**src/rtl/rsc_pkg.sv**
```systemverilog
// Shared types for the row-addressed scan controller.
// Assumes: used by every module of the controller.
package rsc_pkg;
    typedef enum logic [2:0] {
        ST_IDLE  = 3'd0,
        ST_READ  = 3'd1,
        ST_WRITE = 3'd2,
        ST_CAPT  = 3'd3,
        ST_SHIFT = 3'd4,
        ST_DONE  = 3'd5
    } rsc_state_e;
endpackage

```
**src/rtl/rsc_row_ring.sv**
```systemverilog
// One-hot row pointer. Load puts the pointer on row 0, and adv moves it one row up.
// Assumes: load and adv are never high together; ROWS >= 2.
module rsc_row_ring #(
    parameter int ROWS = 4
) (
    input  logic            clk,
    input  logic            rst_n,
    input  logic            load,
    input  logic            adv,
    output logic [ROWS-1:0] ring,
    output logic            last
);
    // Pointer register: reset and load to row 0, rotate left on advance.
    always_ff @(posedge clk) begin
        if (!rst_n || load)
            ring <= ROWS'(1);
        else if (adv)
            ring <= {ring[ROWS-2:0], ring[ROWS-1]};
    end

    assign last = ring[ROWS-1];


    ring_onehot_chk: assert property (@(posedge clk) disable iff (!rst_n)
        $countones(ring) == 1);


    ring_step_chk: assert property (@(posedge clk) disable iff (!rst_n)
        (adv && !load && !last) |=> !ring[0]);
endmodule

```
**src/rtl/rsc_misr.sv**
```systemverilog
// Signature register. It clears, folds in a row word through a multiple-input
// feedback shift, or shifts left to bring the signature out from its top bit.
// Assumes: W >= 2; clr takes priority over fold, and fold over shift.
module rsc_misr #(
    parameter int         W    = 8,
    parameter logic [W-1:0] POLY = 8'h1D
) (
    input  logic         clk,
    input  logic         rst_n,
    input  logic         clr,
    input  logic         fold,
    input  logic         shift,
    input  logic [W-1:0] din,
    output logic         sig_bit
);
    logic [W-1:0] q;
    logic [W-1:0] fb;

    // Feedback term that is applied when the top bit leaves the register.
    always_comb fb = q[W-1] ? POLY : '0;

    // Signature state update.
    always_ff @(posedge clk) begin
        if (!rst_n || clr)
            q <= '0;
        else if (fold)
            q <= {q[W-2:0], 1'b0} ^ fb ^ din;
        else if (shift)
            q <= {q[W-2:0], 1'b0};
    end

    assign sig_bit = q[W-1];


    sig_shift_chk: assert property (@(posedge clk) disable iff (!rst_n)
        (shift && !fold && !clr) |=> (sig_bit == $past(q[W-2])));


    misr_hold_chk: assert property (@(posedge clk) disable iff (!rst_n)
        (!clr && !fold && !shift) |=> $stable(q));
endmodule

```
**src/rtl/rsc_seq.sv**
```systemverilog
// Run sequencer. It walks read/write pairs per row, one capture per vector, then
// COLS shift cycles, and drives the strobes for the ring and the signature register.
// Assumes: NVEC >= 1, COLS >= 2; row_last comes from the row ring.
module rsc_seq
    import rsc_pkg::*;
#(
    parameter int NVEC = 3,
    parameter int COLS = 8
) (
    input  logic       clk,
    input  logic       rst_n,
    input  logic       go,
    input  logic       row_last,
    output rsc_state_e st,
    output logic       ring_load,
    output logic       ring_adv,
    output logic       misr_clr,
    output logic       misr_fold,
    output logic       misr_shift
);
    localparam int VW = (NVEC > 1) ? $clog2(NVEC) : 1;
    localparam int BW = $clog2(COLS);

    logic [VW-1:0] vcnt;
    logic [BW-1:0] bcnt;
    logic          start;

    // Start is accepted only when no run is in progress.
    always_comb start = go && (st == ST_IDLE || st == ST_DONE);

    // Strobes to the ring and the signature register.
    always_comb begin
        ring_load  = start || (st == ST_CAPT);
        ring_adv   = (st == ST_WRITE) && !row_last;
        misr_clr   = start;
        misr_fold  = (st == ST_READ);
        misr_shift = (st == ST_SHIFT);
    end

    // State, vector counter and shift counter.
    always_ff @(posedge clk) begin
        if (!rst_n) begin
            st   <= ST_IDLE;
            vcnt <= '0;
            bcnt <= '0;
        end else begin
            case (st)
                ST_IDLE, ST_DONE: if (go) begin
                    st   <= ST_READ;
                    vcnt <= '0;
                end
                ST_READ:  st <= ST_WRITE;
                ST_WRITE: st <= row_last ? ST_CAPT : ST_READ;
                ST_CAPT: begin
                    if (vcnt == VW'(NVEC - 1)) begin
                        st   <= ST_SHIFT;
                        bcnt <= '0;
                    end else begin
                        vcnt <= vcnt + 1'b1;
                        st   <= ST_READ;
                    end
                end
                ST_SHIFT: begin
                    bcnt <= bcnt + 1'b1;
                    if (bcnt == BW'(COLS - 1))
                        st <= ST_DONE;
                end
                default: st <= ST_IDLE;
            endcase
        end
    end


    done_hold_chk: assert property (@(posedge clk) disable iff (!rst_n)
        (st == ST_DONE && !go) |=> (st == ST_DONE));


    busy_go_chk: assert property (@(posedge clk) disable iff (!rst_n)
        (st == ST_READ && go) |=> (st == ST_WRITE));
endmodule

```
**src/rtl/rascan_ctrl.sv**
```systemverilog
// Top of the row-addressed scan controller. It ties the sequencer, the row ring
// and the signature register together and decodes the array-side controls.
// Assumes: the array returns the selected row on rd_data in the same cycle and
// stores stim_data at the end of a cycle that has wr_stb high.
module rascan_ctrl
    import rsc_pkg::*;
#(
    parameter int           ROWS = 4,
    parameter int           COLS = 8,
    parameter int           NVEC = 3,
    parameter logic [COLS-1:0] POLY = 8'h1D
) (
    input  logic            clk,
    input  logic            rst_n,
    input  logic            go,
    input  logic [COLS-1:0] stim_data,
    input  logic [COLS-1:0] rd_data,
    output logic            tmode,
    output logic [ROWS-1:0] row_en,
    output logic            wr_stb,
    output logic            cap_en,
    output logic            sig_out,
    output logic            sig_valid,
    output logic            done
);
    rsc_state_e      st;
    logic            ring_load, ring_adv, row_last;
    logic            misr_clr, misr_fold, misr_shift, sig_bit;
    logic [ROWS-1:0] ring;
    logic            access;

    rsc_seq #(.NVEC(NVEC), .COLS(COLS)) u_seq (
        .clk(clk), .rst_n(rst_n), .go(go), .row_last(row_last), .st(st),
        .ring_load(ring_load), .ring_adv(ring_adv), .misr_clr(misr_clr),
        .misr_fold(misr_fold), .misr_shift(misr_shift)
    );

    rsc_row_ring #(.ROWS(ROWS)) u_ring (
        .clk(clk), .rst_n(rst_n), .load(ring_load), .adv(ring_adv),
        .ring(ring), .last(row_last)
    );

    rsc_misr #(.W(COLS), .POLY(POLY)) u_misr (
        .clk(clk), .rst_n(rst_n), .clr(misr_clr), .fold(misr_fold),
        .shift(misr_shift), .din(rd_data), .sig_bit(sig_bit)
    );

    // Array-side decode from the sequencer state.
    always_comb begin
        access    = (st == ST_READ) || (st == ST_WRITE);
        row_en    = access ? ring : '0;
        tmode     = access || (st == ST_SHIFT);
        wr_stb    = (st == ST_WRITE);
        cap_en    = (st == ST_CAPT);
        sig_valid = (st == ST_SHIFT);
        sig_out   = sig_valid && sig_bit;
        done      = (st == ST_DONE);
    end

    // The stimulus word goes straight to the array; it is not used here.
    logic unused_stim;
    always_comb unused_stim = ^stim_data;


    cap_iso_chk: assert property (@(posedge clk) disable iff (!rst_n)
        cap_en |-> (!tmode && row_en == '0 && !wr_stb));


    wr_after_rd_chk: assert property (@(posedge clk) disable iff (!rst_n)
        wr_stb |-> (!$past(wr_stb) && row_en == $past(row_en)));
endmodule

```
**config.mk**
```make
export PLATFORM = sky130hd
export DESIGN_NAME = rascan_ctrl
export DESIGN_NICKNAME = d
export VERILOG_FILES = /design/src/rtl/rsc_pkg.sv /design/src/rtl/rsc_row_ring.sv /design/src/rtl/rsc_misr.sv /design/src/rtl/rsc_seq.sv /design/src/rtl/rascan_ctrl.sv
export SDC_FILE = /design/constraint.sdc
export NUM_CORES = 1
export LEC_CHECK = 0
export BUFFER_PORTS_ARGS = -buffer_cell sky130_fd_sc_hd__buf_2
export CAP_MARGIN = 20
export CORE_MARGIN = 10
export CORE_UTILIZATION = 41
export CTS_CLUSTER_DIAMETER = 60
export DETAILED_ROUTE_END_ITERATION = 10
export PLACE_DENSITY = 0.65
export SYNTH_ARGS = -nofsm -noshare
export SYNTH_HDL_FRONTEND = slang
export SYNTH_SLANG_ARGS = --single-unit
```
**constraint.sdc**
```tcl
create_clock -name clk -period 2.1 [get_ports clk]
set_input_delay 0.21 -clock clk [delete_from_list [all_inputs] [get_ports clk]]
set_output_delay 0.21 -clock clk [all_outputs]
set_load 0.005 [all_outputs]
```
==> metrics.txt <==
r2r setup slk=0.38 ns; Starting Density=a little over two fifths; Seq cells post-synth=20; DR WL/cell=12.5 um; initial antenna violation count=0; dpl hpwl=between 1500 and 2000 um; WL met1=1010 um; WHS Endpoint=u_seq.bcnt[0]; Sequential Power Share=59.7%; DRT iter0 DRCs=29; min cycle time layout=1.92 ns; die area=5170 um^2; DRT Pass-1 Iters=4; H-Tree Depth=1; DP Area=roughly 1200 um^2; Final Cell Area=1220 um^2; Synth async-reset ratio=0%; met2 WL=1080 um; Hold Buf Count CTS=0; outcome=complete, no violations; CTS Sinks=20; Layout Skew=0.00767 ns; first-pass GRT wire length=4020 um; register area share after synthesis=36.3%; Hold Crit Depth=3; number of fill cells=approximately 250; R2R cell count=4; GRT overflow=0; P_leak=0.523 nW; clock network power share=25.3%; CP max FO=19; Slowest cell on crit path=dfxtp_1; Final GP Congestion=0.763; I/O pin cnt=29; Post-Syn Instances=129; drt total wl=2190 um; Worst-Margin Slew=0.608 ns; largest net degree at the start of global routing=20; Setup crit end kind=output port; Ant. Diodes=0; Area growth syn-to-layout=10.2%; x dimension of the die=71.9 um; Netlist cell types=33; Yosys Warn Count=0; CP peak stage delay=0.72 ns; vias in the first global route=945; VDD IR max=396 uV; share of layout cells above drive strength 1=approximately a fifth; CP Cell Sequence=or3b_1 > inv_1 > buf_2; count of final hold-check violations=0; Setup Fix Bufs, Post-CTS=0; Hold Path Class=in2reg; Startpoint Class=flip-flop; Via density=about 5.1; Mapped Area=1100 um^2; Skew-Pair Late Insertion Delay=0.29 ns; max cap viols=0; reg2reg end=u_ring.ring[2]; vias=around 890; Core Area=2520 um^2; clk buf depth=2; Psw=0.181 mW; post-route ant nets=0; Pwr per Cell Area=565 nW/um^2; Final Cycle Share=between 90% and 100%; CTS root buffer=clkbuf_4; min-delay src=rst_n; IO buf count=20; die span in y=71.9 um; top layer in use=met4; combinational share of power=15.0%; RSZ-0062 raised after global routing=false; Post-Syn Area per Cell=8.55 um^2; Synth Flop Type=dfxtp_1; Pint=approximately 0.5 mW; drc violations=0; critical path arrival=between 1.5 and 2 ns; gr usage total=9.12%; register clock-pin slew on the reported worst setup and hold paths=around 0.11 ns; Place WS=0.384 ns; R2R Path Start=u_seq.st[1]; Peak Freq=0.520 GHz; Final Max Slew Viols=0; CTS buffer count=3; WS Path Type=reg2out; Sw Share=a little over a quarter; CTS tree=done; Site Rows=18; met3 WL=93 um; setup_tns=0 ns; number of synthesized flops with an enable pin=0; nets=169; CP Data Required Time=1.89 ns; Final WS setup=0.177 ns; syn_nets=151; final setup vio count=0; # resized after CTS=0; Relative slew margins=59.2%
cell families after synthesis:
kind of cell	after synthesis	synth area share (%)
simple gates	57	28.7
compound gates	24	14.6
flops	20	36.3
xor+xnor	12	9.52
buf+inv	11	5.67
fa+ha+maj	3	3.40
mux	2	1.81
metal layers:
metal	global-route usage, %	up-vias
met5	0	-
met4	3.44	0
met3	2.89	2
met2	16.2	12
met1	9.80	401
li1	-	471
Yosys cell counts (2+ instances only):
master	count	area (um^2)
a211oi_1	9	67.6
a21oi_1	6	30.0
a32o_1	2	20.0
and2_1	7	43.8
buf_2	2	10.0
buf_6	2	22.5
clkbuf_1	2	7.51
dfxtp_1	20	400
ha_1	3	37.5
inv_1	4	15.0
mux2i_1	2	20.0
nand2_1	13	48.8
nand2b_1	6	37.5
nand3b_1	2	15.0
nor2_1	16	60.1
nor2b_1	2	12.5
nor3_1	2	10.0
o21ai_0	3	15.0
xor2_1	12	105
placed cells by master (no fill, tap or decap), types with 2 or more instances in the layout:
master	instances
o21ai_0	3
and2_1	7
nand2b_1	6
clkbuf_4	3
a32o_1	2
nor2_1	16
xor2_1	12
mux2i_1	2
inv_1	4
nor3_1	2
buf_2	20
dfxtp_1	20
a211oi_1	9
nand2_1	13
nor2b_1	2
ha_1	3
a21oi_1	6
nand3b_1	2
worst max-delay path by stage:
stage | from | end | slack [ns]
final | u_seq.st[1] | wr_stb | 0.18
after CTS | u_seq.st[1] | wr_stb | 0.16
after global routing | u_seq.st[0] | row_en[1] | 0.01
after detailed placement | u_seq.st[1] | u_ring.ring[2] | 0.38
after global placement | u_seq.st[1] | u_ring.ring[2] | 0.44
after floorplan | u_seq.st[0] | u_seq.vcnt[0] | 0.73
critical path: cells and delay by family (launching register included):
kind,cells,cell delay [ns]
DFF,1,0.72
and+or+nand+nor,1,0.49
buffers and inverters,2,0.22
cell type report:
class | instances | area, um^2 | share of cell area (%)
clock buffer | 3 | 22.5 | 1.85
inverter | 4 | 15.0 | 1.23
multi-input combinational | 98 | 641 | 52.7
sequential | 20 | 400 | 32.9
tap | 30 | 37.5 | 3.09
timing repair buffer | 20 | 100 | 8.23
power groups by stage:
stage / combinational [mW] / clock, mW / sequential [mW]
6_report: 0.103 / 0.174 / 0.410
4_1_cts: 0.105 / 0.186 / 0.410
5_1_grt: 0.120 / 0.201 / 0.413
3_5_place_dp: 0.104 / 0 / 0.419
3_3_place_gp: 0.101 / 0 / 0.418
2_1_floorplan: 0.0895 / 0 / 0.405
sequential cells by signal, summed over array words and instances (netlist names):
| name | flops |
|---|---|
| u_seq.bcnt | 3 |
| u_seq.vcnt | 2 |
| u_seq.st | 3 |
| u_misr.q | 8 |
| u_ring.ring | 4 |
stage by stage:
step	util, %	hold WS [ns]	total power [mW]	instances
2_1_floorplan	-	0.350	0.495	129
3_3_place_gp	47.3	0.429	0.518	172
3_5_place_dp	47.3	0.448	0.523	172
4_1_cts	48.2	0.205	0.701	175
5_1_grt	48.2	0.226	0.734	175
6_report	48.2	0.220	0.687	175
Note: power is estimated with default switching activity, not from simulation.
